`config.mk`:
```
export PLATFORM = sky130hd
export DESIGN_NAME = wkup_edge_ctrl
export DESIGN_NICKNAME = d
export VERILOG_FILES = /design/src/rtl/wkup_pkg.sv /design/src/rtl/wkup_sync.sv /design/src/rtl/wkup_edge_flag.sv /design/src/rtl/wkup_regs.sv /design/src/rtl/wkup_edge_ctrl.sv
export SDC_FILE = /design/constraint.sdc
export NUM_CORES = 1
export LEC_CHECK = 0
export BUFFER_PORTS_ARGS = -buffer_cell sky130_fd_sc_hd__buf_4
export CAP_MARGIN = 30
export CORE_UTILIZATION = 38
export CTS_CLUSTER_SIZE = 10
export DETAILED_ROUTE_END_ITERATION = 10
export PLACE_DENSITY = 0.63
export REMOVE_ABC_BUFFERS = 1
export SYNTH_ARGS = -nofsm -noshare
export SYNTH_HDL_FRONTEND = slang
export SYNTH_SLANG_ARGS = --single-unit
```
`constraint.sdc`:
```
create_clock -name clk -period 2.6 [get_ports clk]
set_clock_uncertainty 0.15 [all_clocks]
set_input_delay 0.13 -clock clk [delete_from_list [all_inputs] [get_ports clk]]
set_output_delay 0.13 -clock clk [all_outputs]
set_load 0.1 [all_outputs]
```
`src/rtl/wkup_pkg.sv`:
```
// Shared constants and types for the wake-up edge controller.
// Assumes at most eight pins, so the pull fields fit in bits 31:16.
package wkup_pkg;
    localparam int unsigned WK_PINS     = 6;
    localparam int unsigned DATA_W      = 32;
    localparam int unsigned ADDR_W      = 4;
    localparam int unsigned SYNC_DEPTH  = 2;
    localparam int unsigned EDGE_LSB    = 8;
    localparam int unsigned PULL_LSB    = 16;
    localparam int unsigned PULL_W      = 2;

    localparam logic [ADDR_W-1:0] OFS_CTRL = 4'h0;
    localparam logic [ADDR_W-1:0] OFS_FLAG = 4'h4;
    localparam logic [ADDR_W-1:0] OFS_EN   = 4'h8;

    localparam logic [PULL_W-1:0] PULL_NONE = 2'd0;
    localparam logic [PULL_W-1:0] PULL_RSVD = 2'd3;

    typedef enum logic [1:0] {
        SEL_CTRL = 2'd0,
        SEL_FLAG = 2'd1,
        SEL_EN   = 2'd2,
        SEL_NONE = 2'd3
    } reg_sel_e;
endpackage

```
`src/rtl/wkup_sync.sv`:
```
// Multi-stage synchroniser for a vector of asynchronous inputs.
// Assumes every bit is an independent, slowly changing level.
module wkup_sync #(
    parameter int unsigned WIDTH  = 6,
    parameter int unsigned STAGES = 2
) (
    input  logic             clk,
    input  logic             rst_n,
    input  logic [WIDTH-1:0] async_i,
    output logic [WIDTH-1:0] sync_o
);
    logic [WIDTH-1:0] stage_q [STAGES];

    for (genvar s = 0; s < STAGES; s++) begin : g_stage
        if (s == 0) begin : g_first
            // First capture of the raw pad levels.
            always_ff @(posedge clk) begin
                if (!rst_n) stage_q[0] <= '0;
                else        stage_q[0] <= async_i;
            end
        end else begin : g_next
            // Each later stage re-registers the one before it.
            always_ff @(posedge clk) begin
                if (!rst_n) stage_q[s] <= '0;
                else        stage_q[s] <= stage_q[s-1];
            end
        end
    end

    assign sync_o = stage_q[STAGES-1];
endmodule

```
`src/rtl/wkup_edge_flag.sv`:
```
// Per-pin edge detection and sticky flags.
// An edge is found by comparing the synchronised level with the level
// one cycle earlier, so a polarity change alone can never create one.
// Detection stays off until the synchroniser and the history register
// hold real pad samples (ARM_CYCLES edges after reset).
module wkup_edge_flag #(
    parameter int unsigned WIDTH      = 6,
    parameter int unsigned ARM_CYCLES = 3
) (
    input  logic             clk,
    input  logic             rst_n,
    input  logic [WIDTH-1:0] sync_i,
    input  logic [WIDTH-1:0] fall_sel_i,
    input  logic [WIDTH-1:0] clr_i,
    output logic [WIDTH-1:0] evt_o,
    output logic [WIDTH-1:0] flag_o
);
    localparam int unsigned CNT_W = $clog2(ARM_CYCLES + 1);
    localparam logic [CNT_W-1:0] ARM_LAST = CNT_W'(ARM_CYCLES);

    logic [CNT_W-1:0] arm_cnt_q;
    logic             armed;
    logic [WIDTH-1:0] prev_q;
    logic [WIDTH-1:0] flag_q;

    assign armed = (arm_cnt_q == ARM_LAST);

    // Count the cycles after reset until the edge history is valid.
    always_ff @(posedge clk) begin
        if (!rst_n)      arm_cnt_q <= '0;
        else if (!armed) arm_cnt_q <= arm_cnt_q + 1'b1;
    end

    // Keep the previous synchronised level for edge comparison.
    always_ff @(posedge clk) begin
        if (!rst_n) prev_q <= '0;
        else        prev_q <= sync_i;
    end

    for (genvar n = 0; n < WIDTH; n++) begin : g_pin
        logic rise;
        logic fall;
        assign rise     = sync_i[n] & ~prev_q[n];
        assign fall     = ~sync_i[n] & prev_q[n];
        assign evt_o[n] = armed & (fall_sel_i[n] ? fall : rise);

        // Sticky flag: a new event has priority over an acknowledge.
        always_ff @(posedge clk) begin
            if (!rst_n)        flag_q[n] <= 1'b0;
            else if (evt_o[n]) flag_q[n] <= 1'b1;
            else if (clr_i[n]) flag_q[n] <= 1'b0;
        end
    end

    assign flag_o = flag_q;
endmodule

```
`src/rtl/wkup_regs.sv`:
```
// Register bank: control (acknowledge strobes, edge select, pull codes),
// read-only flags and enables. Reads return data one cycle after the
// request. Unmapped offsets read zero and ignore writes.
module wkup_regs
    import wkup_pkg::*;
#(
    parameter int unsigned WIDTH = 6
) (
    input  logic                clk,
    input  logic                rst_n,
    input  logic                valid_i,
    input  logic                write_i,
    input  logic [ADDR_W-1:0]   addr_i,
    input  logic [DATA_W-1:0]   wdata_i,
    input  logic [WIDTH-1:0]    flag_i,
    output logic [DATA_W-1:0]   rdata_o,
    output logic                rvalid_o,
    output logic [WIDTH-1:0]    fall_sel_o,
    output logic [WIDTH-1:0]    en_o,
    output logic [WIDTH-1:0]    clr_o,
    output logic [2*WIDTH-1:0]  pull_o
);
    reg_sel_e          sel;
    logic              wr_ctrl;
    logic              wr_en;
    logic              rd_req;
    logic [WIDTH-1:0]  fall_sel_q;
    logic [WIDTH-1:0]  en_q;
    logic [PULL_W-1:0] pull_q [WIDTH];
    logic [DATA_W-1:0] ctrl_view;
    logic [DATA_W-1:0] rd_mux;
    logic              unused_wdata;

    assign unused_wdata = ^wdata_i;

    // Decode the offset into one of the three registers.
    always_comb begin
        unique case (addr_i)
            OFS_CTRL: sel = SEL_CTRL;
            OFS_FLAG: sel = SEL_FLAG;
            OFS_EN:   sel = SEL_EN;
            default:  sel = SEL_NONE;
        endcase
    end

    assign wr_ctrl = valid_i & write_i & (sel == SEL_CTRL);
    assign wr_en   = valid_i & write_i & (sel == SEL_EN);
    assign rd_req  = valid_i & ~write_i;
    assign clr_o   = wr_ctrl ? wdata_i[WIDTH-1:0] : '0;

    // Store the edge selects on control writes.
    always_ff @(posedge clk) begin
        if (!rst_n)       fall_sel_q <= '0;
        else if (wr_ctrl) fall_sel_q <= wdata_i[EDGE_LSB +: WIDTH];
    end

    // Store the enable mask on enable-register writes.
    always_ff @(posedge clk) begin
        if (!rst_n)     en_q <= '0;
        else if (wr_en) en_q <= wdata_i[WIDTH-1:0];
    end

    for (genvar n = 0; n < WIDTH; n++) begin : g_pull
        // Accept a pull code unless it is the reserved value.
        always_ff @(posedge clk) begin
            if (!rst_n)
                pull_q[n] <= PULL_NONE;
            else if (wr_ctrl && (wdata_i[PULL_LSB + PULL_W*n +: PULL_W] != PULL_RSVD))
                pull_q[n] <= wdata_i[PULL_LSB + PULL_W*n +: PULL_W];
        end
        assign pull_o[PULL_W*n +: PULL_W] = pull_q[n];
    end

    // Assemble the readable view of the control register.
    always_comb begin
        ctrl_view = '0;
        ctrl_view[EDGE_LSB +: WIDTH] = fall_sel_q;
        for (int n = 0; n < WIDTH; n++) begin
            ctrl_view[PULL_LSB + PULL_W*n +: PULL_W] = pull_q[n];
        end
    end

    // Select the read data for the addressed register.
    always_comb begin
        rd_mux = '0;
        unique case (sel)
            SEL_CTRL: rd_mux = ctrl_view;
            SEL_FLAG: rd_mux[WIDTH-1:0] = flag_i;
            SEL_EN:   rd_mux[WIDTH-1:0] = en_q;
            default:  rd_mux = '0;
        endcase
    end

    // Register the read response one cycle after the request.
    always_ff @(posedge clk) begin
        if (!rst_n) begin
            rvalid_o <= 1'b0;
            rdata_o  <= '0;
        end else begin
            rvalid_o <= rd_req;
            rdata_o  <= rd_req ? rd_mux : '0;
        end
    end

    assign fall_sel_o = fall_sel_q;
    assign en_o       = en_q;
endmodule

```
`src/rtl/wkup_edge_ctrl.sv`:
```
// Top of the wake-up edge controller: synchroniser, edge/flag stage and
// register bank, plus the combined interrupt. Pins are assumed to be
// asynchronous levels that stay steady for several clock cycles.
module wkup_edge_ctrl
    import wkup_pkg::*;
#(
    parameter int unsigned NUM_PINS    = WK_PINS,
    parameter int unsigned SYNC_STAGES = SYNC_DEPTH
) (
    input  logic                     clk,
    input  logic                     rst_n,
    input  logic [NUM_PINS-1:0]      wkup_pin_i,
    input  logic                     bus_valid_i,
    input  logic                     bus_write_i,
    input  logic [ADDR_W-1:0]        bus_addr_i,
    input  logic [DATA_W-1:0]        bus_wdata_i,
    output logic [DATA_W-1:0]        bus_rdata_o,
    output logic                     bus_rvalid_o,
    output logic                     irq_o,
    output logic [PULL_W*NUM_PINS-1:0] pull_cfg_o
);
    localparam int unsigned ARM_CYCLES = SYNC_STAGES + 1;

    logic [NUM_PINS-1:0] pin_sync;
    logic [NUM_PINS-1:0] fall_sel;
    logic [NUM_PINS-1:0] enable_q;
    logic [NUM_PINS-1:0] clr_mask;
    logic [NUM_PINS-1:0] edge_evt;
    logic [NUM_PINS-1:0] flag_q;

    wkup_sync #(.WIDTH(NUM_PINS), .STAGES(SYNC_STAGES)) u_sync (
        .clk     (clk),
        .rst_n   (rst_n),
        .async_i (wkup_pin_i),
        .sync_o  (pin_sync)
    );

    wkup_edge_flag #(.WIDTH(NUM_PINS), .ARM_CYCLES(ARM_CYCLES)) u_edge (
        .clk        (clk),
        .rst_n      (rst_n),
        .sync_i     (pin_sync),
        .fall_sel_i (fall_sel),
        .clr_i      (clr_mask),
        .evt_o      (edge_evt),
        .flag_o     (flag_q)
    );

    wkup_regs #(.WIDTH(NUM_PINS)) u_regs (
        .clk        (clk),
        .rst_n      (rst_n),
        .valid_i    (bus_valid_i),
        .write_i    (bus_write_i),
        .addr_i     (bus_addr_i),
        .wdata_i    (bus_wdata_i),
        .flag_i     (flag_q),
        .rdata_o    (bus_rdata_o),
        .rvalid_o   (bus_rvalid_o),
        .fall_sel_o (fall_sel),
        .en_o       (enable_q),
        .clr_o      (clr_mask),
        .pull_o     (pull_cfg_o)
    );

    // Interrupt whenever any enabled pin holds a flag.
    assign irq_o = |(flag_q & enable_q);
endmodule

```
==> results of run 1 <==
==> path summary, 6_finish.rpt <==
check | from | endpoint | cells after the start
worst max-delay path | bus_addr_i[2] | u_regs.pull_q[1][0] | 7
worst min-delay path | bus_wdata_i[20] | u_regs.pull_q[1][0] | 2
worst max register to register | u_edge.arm_cnt_q[0] | u_edge.flag_o[1] | 4
worst min register to register | u_sync.stage_q[0][5] | u_sync.stage_q[1][5] | 1
==> timing repair <==
item | in CTS | in global routing
hold endpoints to repair | 29 | 0
gates resized for setup | 0 | 0
hold buffers | 23 | 0
setup endpoints to repair | 0 | 0
==> sequential cells by signal, summed over array words and instances (netlist names) <==
name	count
u_edge.arm_cnt_q	2
u_regs.fall_sel_o	6
u_regs.rvalid_o	1
u_regs.pull_q	12
u_regs.rdata_o	24
u_edge.prev_q	6
u_sync.stage_q	12
u_edge.flag_o	6
u_regs.en_o	6
==> kinds of logic after synthesis <==
logic type / Yosys count
flops: 75
buf+inv: 27
xor+xnor: 1
compound gates: 31
fa+ha+maj: 4
other cells: 1
simple gates: 108
mux: 13
==> layout make-up <==
cell class | instances | area share [%]
inverters | 4 | 0.384
well taps | 99 | 3.17
multi-input cells | 165 | 30.0
flip-flops and latches | 75 | 41.5
clock inverters | 2 | 0.256
clock buffers | 14 | 4.16
repair buffers | 99 | 20.5
==> stage by stage <==
stage               worst slack (ns)  instances  hold WS [ns]  cell area [µm²]  power (mW)
floorplan                      0.691        244        0.0792             2810        1.48
global placement               0.320        419         0.179             3500        1.58
detailed placement             0.264        419         0.187             3500        1.59
CTS                            0.616        458       0.00451             3910        2.40
global route                   0.454        458        0.0108             3910        2.48
finish                         0.582        458        0.0143             3910        2.37
==> routing by layer <==
metal  up-vias  GRT usage, %  share of wire [%]
met5         -             0                  0
met4         0          7.24                1.8
met3         8          3.47                3.5
met2        50          26.2                 49
met1      1029          18.4                 45
li1       1099             -                  -
==> cells in the mapped netlist, drive strengths merged <==
cell	count	share of area, %
nand3b	1	0.26
nor2	12	1.5
nor4bb	6	2.1
nand3	2	0.34
inv	4	0.51
dfxtp	63	43
o31ai	6	1.5
clkbuf	9	1.2
and3b	2	0.64
a21oi	1	0.30
nand2	13	1.7
and2	25	5.4
a211o	1	0.30
and4b	18	6.2
edfxtp	12	12
nor3b	18	4.6
o21ai	6	1.0
nor4	1	0.21
conb	1	0.13
xnor2	1	0.30
buf	14	3.6
ha	4	1.7
mux2i	13	4.5
or2	1	0.21
a22oi	10	2.6
nor3	1	0.17
nor4b	1	0.30
a31oi	6	1.3
a22o	1	0.60
nor2b	7	1.5
==> worst max-delay path, delay by kind of cell <==
family          cells  cell delay [ns]
simple gates        3             0.86
compound gates      2             0.55
fa+ha+maj           1             0.22
buf+inv             1             0.12
==> power by group through the flow <==
stage	Sequential, mW	Clock, mW	Combinational, mW
finish	1.23	0.786	0.358
global route	1.24	0.862	0.381
CTS	1.23	0.811	0.360
detailed placement	1.26	0	0.331
global placement	1.26	0	0.327
floorplan	1.36	0	0.124
==> results.md, run 1 <==
* RSZ-0062 raised after global routing: false
* Die Height at around 90 µm
* Setup Viol. Count Final at 0
* Cell Area, Synth at 2920 µm²
* Rows at 31
* Max transition margin at roughly a third
* Register area share after synthesis at 55.5%
* First-pass GRT wire length at about 10000 µm
* Mux contribution to synthesized area at 4.45%
* Register area at 1620 µm²
* Synth Area in XOR/XNOR at less than 1%
* # Post-CTS Setup Buffers at 0
* Clock Tree Root: clkbuf_8
* Clock power frac at about a third
* Compound-cell area share of the yosys netlist at under 10%
* Worst IR drop on VDD at ~0.00027 V
* Setup TNS at 0 ns
* Synth warn at 0
* Final hold vios at 0
* Max-slew violations at 0
* HP Class: in2reg
* Net Sw Frac at ~27%
* Max-Cap Viols at 0
* Area grow syn2layout at 33.7%
* Clk buf depth at 2
* Critical path's slowest cell: nor3_1
* Total CTS buffers at 9
* Startpoint Class: input pin
* Largest net degree at the start of global routing at 64
* Detail Placement HPWL at 3810 µm
* Critical Path Fanout Max at 6
* Fill cells at slightly below 700
* Vias in the first global route at 2140
* Routed WL per cell at 12.5 µm
* Yosys reg bits at 75
* Die ar. at 8050 µm²
* Crit-path cells: buf_4 -> nor3_1 -> nand2_1 -> ha_1 -> and3b_1 -> a22oi_1 -> o21ai_0
* Sink Count at 75
* Status: completed
* IO Count at 92
* Starting density of the core at about two fifths
* CP peak stage delay at roughly 0.43 ns
* Layout cell share with drive strength beyond 1 at 25.9%
* NumNets Final at 404
* Port-buffer cells at between 70 and 80
* Gpl congestion at 0.720
* Critical path capture point type: flip-flop
* Worst-path clk slew at 0.07 ns
* Psw at 0.643 mW
* R2R Setup Slk at 0.96 ns
* WS Path Type: in2reg
* First-pass iteration count of the detailed router at 6
* Antenna viol nets, final at 0
* Worst skew pair latency at approximately 0.34 ns
* Avg Cell Area, Syn at 11.2 µm²
* Critical Path RT at 2.47 ns
* CTS tree: yes
* Crit path time final at 2.02 ns
* Logic pwr share at approximately 15%
* Area of the multi-input gates at 1170 µm²
* DR vias at 2186
* # DRC at 0
* Sequential power share at 51.8%
* Leakage Power at between 1.5 and 2 nW
* DIE WIDTH at 89.7 µm
* Via-to-Cell Ratio at 4.77
* Largest family of logic cells by synthesized area: simple AND/OR/NAND/NOR gates
* Slew @ Worst Pin at 0.990 ns
* H-tree lvl count at 3
* Post-synthesis adder-cell area fraction at 1.71%
* Simple-gate portion of the synthesized area at 25.0%
* Initial antenna violation count at 0
* Cell Pwr Density at 608 nW/µm²
* Cell Int Power at 1.73 mW
* Synth cell types at 33
* Period utilisation layout at between 70% and 80%
* Most frequent cells in the layout: 76 x buf_4, 63 x dfxtp_1, 25 x and2_1
* Final wirelength at around 5700 µm
* Total GRT Usage at 15.4%
* Total grt overflow at 0
* # diodes at 0
* Area of the core at 7330 µm²
* Most common cell after layout, fill and taps aside: buf_4
* Peak Freq at between 0.4 and 0.5 GHz
* Util after Layout at 53.3%
* Synth Instances at 260
* Critical path data arrival time at 1.88 ns
* Iter 0 DRT Violations at 74
No activity file was read; power rests on OpenSTA's default activity.
==> run 2: changes to the inputs <==
--- a/config.mk
+++ b/config.mk
@@ -10,7 +10,7 @@
 export CORE_UTILIZATION = 38
 export CTS_CLUSTER_SIZE = 10
 export DETAILED_ROUTE_END_ITERATION = 10
-export PLACE_DENSITY = 0.63
+export PLACE_DENSITY = 0.66
 export REMOVE_ABC_BUFFERS = 1
 export SYNTH_ARGS = -nofsm -noshare
 export SYNTH_HDL_FRONTEND = slang
==> constraint.sdc (replaced) <==
create_clock -name clk -period 1.83 [get_ports clk]
set_clock_uncertainty 0.15 [all_clocks]
set_input_delay 0.0915 -clock clk [delete_from_list [all_inputs] [get_ports clk]]
set_output_delay 0.0915 -clock clk [all_outputs]
set_load 0.1 [all_outputs]
==> run 2 against run 1 <==
Compared with the run above:
- clock-buffer cell count grew 2
- global-route usage grew 0.95 points
- highest routed layer unchanged
- final area rose by 6.1%
- sequential power rose by 42%
- wire length rose by 7.5%
- largest power group unchanged
- clock power increased by 37%
- register-to-register slack got worse by 0.65 ns
- combinational power up 54%
- total power up 42%
- non-clock buffer count rose by 23
- setup slack got worse by 0.43 ns
- die area is the same
==> results.md, run 2 (synthesized netlist as in run 1, its figures left out) <==
* Clock Tree Root: clkbuf_8
* Critical path capture point type: flip-flop
* Period utilisation layout at approximately nine tenths
* Clk buf depth at 2 (unchanged)
* Slew @ Worst Pin at 0.970 ns (-0.0201 ns)
* Most common cell after layout, fill and taps aside: buf_4
* Worst skew pair latency at 0.33 ns (about the same)
* DIE WIDTH at 89.7 µm (unchanged)
* Via-to-Cell Ratio at 4.68 (-2.0%)
* Area grow syn2layout at 41.8%
* RSZ-0062 raised after global routing: false
* Final wirelength at 6180 µm (+7.5%)
* NumNets Final at 427 (+5.7%)
* Max reg flops at 24 (unchanged)
* Total GRT Usage at 16.3% (+0.95 points)
* Initial antenna violation count at 0 (unchanged)
* Layout cell share with drive strength beyond 1 at 29.1% (+3.2 points)
* Placed cells at 433 (+3.3%)
* Worst-path clk slew at 0.07 ns (about the same)
* Rows at 31 (unchanged)
* WS Path Type: in2reg
* Detail Placement HPWL at 4140 µm (+8.8%)
* Leakage Power at 1.78 nW (+6.4%)
* Final hold vios at 0 (unchanged)
* Max-Cap Viols at 0 (unchanged)
* Iter 0 DRT Violations at 96 (+30%)
* Startpoint Class: input pin
* # diodes at 0 (unchanged)
* Sink Count at 75 (unchanged)
* Routed WL per cell at 12.8 µm (+2.4%)
* Total CTS buffers at 9 (unchanged)
* Worst IR drop on VDD at 0.000339 V (+26%)
* # Post-CTS Setup Buffers at 0 (unchanged)
* Max-slew violations at 0 (unchanged)
* Critical Path Fanout Max at 6 (unchanged)
* Largest net degree at the start of global routing at 25 (-61%)
* Starting density of the core at 39.9% (unchanged)
* Total grt overflow at 0 (unchanged)
* Cell Pwr Density at 815 nW/µm² (+34%)
* HP Class: in2reg
* # DRC at 0 (unchanged)
* H-tree lvl count at 3 (unchanged)
* Gpl congestion at 0.748 (+3.9%)
* DR vias at 2249 (+2.9%)
* Fill cells at 657 (-3.7%)
* Max transition margin at 35.4% (+1.3 points)
* Status: completed
* CTS tree: yes
* Register area at 1620 µm² (unchanged)
* Die Height at 89.7 µm (unchanged)
* IO Count at 92 (unchanged)
* Final cell count without fillers at 481 (+5.0%)
* Critical Path RT at 1.71 ns (-0.76 ns)
* Vias in the first global route at 2141 (+0.047%)
* Crit path time final at around 1.7 ns
* First-pass GRT wire length at 10300 µm (+4.9%)
* Setup Viol. Count Final at 0 (unchanged)
* Peak Freq at ~0.60 GHz
* Die ar. at 8050 µm² (unchanged)
* First-pass iteration count of the detailed router at 4 (-2)
* Most flop-heavy register: u_regs.rdata_o
* Critical path data arrival time at 1.56 ns (-0.32 ns)
* Power consumption at 3.38 mW (+42%)
* Most frequent cells in the layout: 88 x buf_4, 63 x dfxtp_1, 32 x dlygate4sd3_1
* Antenna viol nets, final at 0 (unchanged)
* Port-buffer cells at 75 (unchanged)
* Biggest regs: u_regs.rdata_o (24), u_regs.pull_q (12), u_sync.stage_q (12)
* Area of the core at 7330 µm² (unchanged)
* Area of the multi-input gates at 1200 µm² (+2.6%)
run 2: cell types whose count changed in the layout (fill, tap and decap cells not counted), moves of 2 or more:
cell	previous run	this run
buf_4	76	88
buf_12	0	2
o21ai_2	0	3
o21ai_0	6	0
clkbuf_1	3	6
clkinv_2	2	0
dlygate4sd3_1	23	32
o21ai_1	0	3
run 2: worst paths after layout:
kind	startpoint	slack (ns)	cells after the start	end
max	bus_addr_i[1]	0.15	8	u_regs.pull_q[0][2]
min	bus_write_i	0.06	3	u_regs.rdata_o[10]
max reg2reg	u_edge.arm_cnt_q[0]	0.31	4	u_edge.flag_o[5]
min reg2reg	u_sync.stage_q[0][2]	0.28	1	u_sync.stage_q[1][2]
run 2: power by group:
group,internal [mW],switching (mW)
Clock,0.534,0.542
Combinational,0.203,0.350
Sequential,1.73,0.0260
run 2: layout make-up:
| type | instances | share of cell area [%] |
|---|---|---|
| Sequential cell | 75 | 39.1 |
| Multi-Input combinational cell | 165 | 29.0 |
| Timing Repair Buffer | 122 | 24.6 |
| Clock buffer | 16 | 3.86 |
| Tap cell | 99 | 2.99 |
| Inverter | 4 | 0.362 |
run 2: per-layer routing:
layer,wire [µm],part of all wire (%),track usage [%]
met1,2870,46,20.6
met2,2960,48,26.2
met3,243,3.9,4.31
met4,102,1.7,7.38
met5,0,0,0
run 2: critical path: stages:
cell	delay [ns]
buf_4	0.12
buf_4	0.13
nor3_2	0.21
nand2_1	0.12
ha_1	0.21
and3b_1	0.27
a22oi_2	0.18
o21ai_1	0.24
run 2: per-stage QoR:
step / TNS, ns / util (%) / setup slack [ns] / cell area (µm²) / hold WS [ns]
2_1_floorplan: -0.491 / - / -0.0409 / 2810 / 0.0407
3_3_place_gp: -6.70 / 49.6 / -0.316 / 3630 / 0.142
3_5_place_dp: -7.82 / 49.6 / -0.381 / 3630 / 0.141
4_1_cts: -0.195 / 56.1 / -0.0288 / 4120 / 0.0398
5_1_grt: 0 / 56.5 / 0.0562 / 4150 / 0.0786
6_report: 0 / 56.5 / 0.153 / 4150 / 0.0613
run 2: repair_timing:
action                                  CTS  global route
endpoints found under the setup margin   12            15
gates cloned                              0             0
endpoints found under the hold margin    36             0
hold buffers                             32             0
gates resized for setup                   1            12
pin swaps                                 0             5
==> run 3: changes to the inputs <==
--- a/config.mk
+++ b/config.mk
@@ -11,6 +11,7 @@
 export CTS_CLUSTER_SIZE = 10
 export DETAILED_ROUTE_END_ITERATION = 10
 export PLACE_DENSITY = 0.66
+export RECOVER_POWER = 25
 export REMOVE_ABC_BUFFERS = 1
 export SYNTH_ARGS = -nofsm -noshare
 export SYNTH_HDL_FRONTEND = slang
==> run 3 against run 2 <==
Compared with the run above:
- non-clock buffer count unchanged
- hold slack gained 0.00082 ns
- clock-buffer cell count stayed put
- core utilization is 0.90 points lower
- largest cell class unchanged
- die area is the same
- sequential share of layout area is 0.64 points higher
==> results.md, run 3 (synthesized netlist as in run 1, its figures left out) <==
* Critical path's most frequent cell: buf_4
* Critical Path Fanout Max at 6 (unchanged)
* Worst-path clk slew at 0.07 ns (about the same)
* Most common cell after layout, fill and taps aside: dfxtp_1
* WHS Endpoint: u_regs.rdata_o[10]
* Status: completed
* CP startpoint: bus_addr_i[1]
* Most flop-heavy register: u_regs.rdata_o
* Crit-path cells: buf_4 -> buf_4 -> nor3_2 -> nand2_1 -> ha_1 -> and3b_1 -> a22oi_2 -> o21ai_1
* Routed WL per cell at 12.9 µm (+0.28%)
* Max reg flops at 24 (unchanged)
* Antenna viol nets, final at 0 (unchanged)
* NumNets Final at 427 (unchanged)
* Design Area, Final at 4080 µm² (-1.6%)
* Max-Cap Viols at 0 (unchanged)
* H-tree lvl count at 3 (unchanged)
* DIE WIDTH at 89.7 µm (unchanged)
* Peak Freq at 0.598 GHz (+0.23%)
* Crit path time final at 1.67 ns (-0.00389 ns)
* Min Hold Slack at 0.0622 ns (+0.000822 ns)
* Via-to-Cell Ratio at 4.70 (+0.49%)
* Worst IR drop on VDD at 0.000339 V (about the same)
* Min-Delay Path Depth at 3 (unchanged)
* Sequential power share at 51.9% (about the same)
* Fill cells at 670 (+2.0%)
* Vias in the first global route at 2141 (unchanged)
* Die ar. at 8050 µm² (unchanged)
* Setup TNS at 0 ns (unchanged)
* Detail Placement HPWL at 4140 µm (unchanged)
* Critical path data arrival time at 1.56 ns (about the same)
* Largest net degree at the start of global routing at 25 (unchanged)
* # Post-CTS Setup Buffers at 0 (unchanged)
* Biggest regs: u_regs.rdata_o (24), u_regs.pull_q (12), u_sync.stage_q (12)
* Die Height at 89.7 µm (unchanged)
* Startpoint Class: input pin
* Total CTS buffers at 9 (unchanged)
* Cell Pwr Density at 828 nW/µm² (+1.5%)
* Starting density of the core at 39.9% (unchanged)
* Worst skew pair latency at 0.33 ns (about the same)
* Critical Path RT at 1.71 ns (about the same)
* # diodes at 0 (unchanged)
* Sink Count at 75 (unchanged)
* DR vias at 2260 (+0.49%)
* HP Class: in2reg
* Critical path's slowest cell: and3b_1
* Clk buf depth at 2 (unchanged)
* WS Path Type: in2reg
* Critical path capture point type: flip-flop
* Total grt overflow at 0 (unchanged)
* Leakage Power at 1.75 nW (-1.5%)
* Initial antenna violation count at 0 (unchanged)
* Area of the core at 7330 µm² (unchanged)
* RSZ-0062 raised after global routing: false
* Port-buffer cells at 75 (unchanged)
* First-pass GRT wire length at 10300 µm (unchanged)
* Gpl congestion at 0.748 (unchanged)
* Max transition margin at 34.7% (-0.63 points)
* FF-to-FF path depth at 4 (unchanged)
* Final hold vios at 0 (unchanged)
* Rows at 31 (unchanged)
* Logic pwr share at 16.3% (about the same)
* # DRC at 0 (unchanged)
* Clock power frac at 31.9% (about the same)
* Util after Layout at 55.6% (-0.90 points)
* IO Count at 92 (unchanged)
* Cell Int Power at 2.46 mW (-0.13%)
* CP peak stage delay at 0.27 ns (about the same)
* Slew @ Worst Pin at 0.979 ns (+0.00951 ns)
* Worst r2r src: u_edge.arm_cnt_q[0]
* Period utilisation layout at 91.4% (-0.21 points)
* Worst Hold Launch: bus_write_i
* Net Sw Frac at 27.2% (+0.029 points)
* Reg2reg end: u_edge.flag_o[5]
* Max-slew violations at 0 (unchanged)
* Clock Tree Root: clkbuf_8
* Psw at 0.917 mW (about the same)
* Iter 0 DRT Violations at 111 (+16%)
* Layout cell share with drive strength beyond 1 at 28.8% (-0.26 points)
* Setup Viol. Count Final at 0 (unchanged)
* First-pass iteration count of the detailed router at 4 (unchanged)
* R2R Setup Slk at 0.29 ns (-0.02 ns)
* Most frequent cells in the layout: 63 x dfxtp_1, 62 x buf_4, 32 x dlygate4sd3_1
* Post-DP Area at 3630 µm² (unchanged)
* Total GRT Usage at 16.3% (unchanged)
* CTS tree: yes
* Final wirelength at 6190 µm (+0.28%)
* Area grow syn2layout at 39.6%
[run 3: cell count changes in the layout (fill, tap and decap cells not counted)]
cell / before / now
and2_0: 0 / 4
clkbuf_2: 0 / 25
clkbuf_1: 6 / 7
and2_1: 25 / 21
buf_4: 88 / 62
[run 3: layout make-up]
cell class	count	area, µm²	share of cell area [%]
Sequential cell	75	1620	39.8
Multi-Input combinational cell	165	1200	29.5
Timing Repair Buffer	122	955	23.4
Clock buffer	16	160	3.93
Tap cell	99	124	3.04
Inverter	4	15.0	0.368
[run 3: worst max path at each step]
| stage | cells past startpoint | end |
|---|---|---|
| floorplan | 6 | u_regs.pull_q[0][0] |
| global placement | 7 | u_regs.pull_q[0][2] |
| detailed placement | 8 | u_regs.pull_q[0][2] |
| CTS | 7 | u_regs.pull_q[0][0] |
| global route | 7 | u_regs.pull_q[2][0] |
| finish | 8 | u_regs.pull_q[0][2] |
[run 3: through the flow]
| stage | cells | setup slack, ns | total power [mW] |
|---|---|---|---|
| after global routing | 481 | 0.0562 | 3.54 |
| after CTS | 481 | -0.0288 | 3.42 |
| after detailed placement | 433 | -0.381 | 2.28 |
| after floorplan | 244 | -0.0409 | 2.11 |
| after global placement | 433 | -0.316 | 2.27 |
| final | 481 | 0.157 | 3.38 |
[run 3: power groups by stage]
| stage | clock (mW) | combinational (mW) | sequential (mW) |
|---|---|---|---|
| 3_3_place_gp | 0 | 0.483 | 1.79 |
| 4_1_cts | 1.12 | 0.545 | 1.75 |
| 2_1_floorplan | 0 | 0.177 | 1.93 |
| 5_1_grt | 1.20 | 0.584 | 1.76 |
| 3_5_place_dp | 0 | 0.489 | 1.79 |
| 6_report | 1.08 | 0.549 | 1.75 |
[run 3: timing repair]
action                                  in CTS  in global routing
hold buffers                                32                  0
hold endpoints to repair                    36                  0
resized for setup                            1                 12
pin swaps                                    0                  5
gates cloned                                 0                  0
endpoints found under the setup margin      12                 15
[run 3: worst max-delay path, delay by kind of cell]
kind / cells / cell delay [ns]
buf+inv: 2 / 0.25
simple gates: 3 / 0.59
fa+ha+maj: 1 / 0.21
compound gates: 2 / 0.42
[run 3: routing by layer]
metal / up-vias / global-route usage [%] / routed length (µm)
li1: 1150 / - / -
met1: 1048 / 20.6 / 2870
met2: 53 / 26.2 / 2990
met3: 9 / 4.31 / 232
met4: 0 / 7.38 / 102
met5: - / 0 / 0
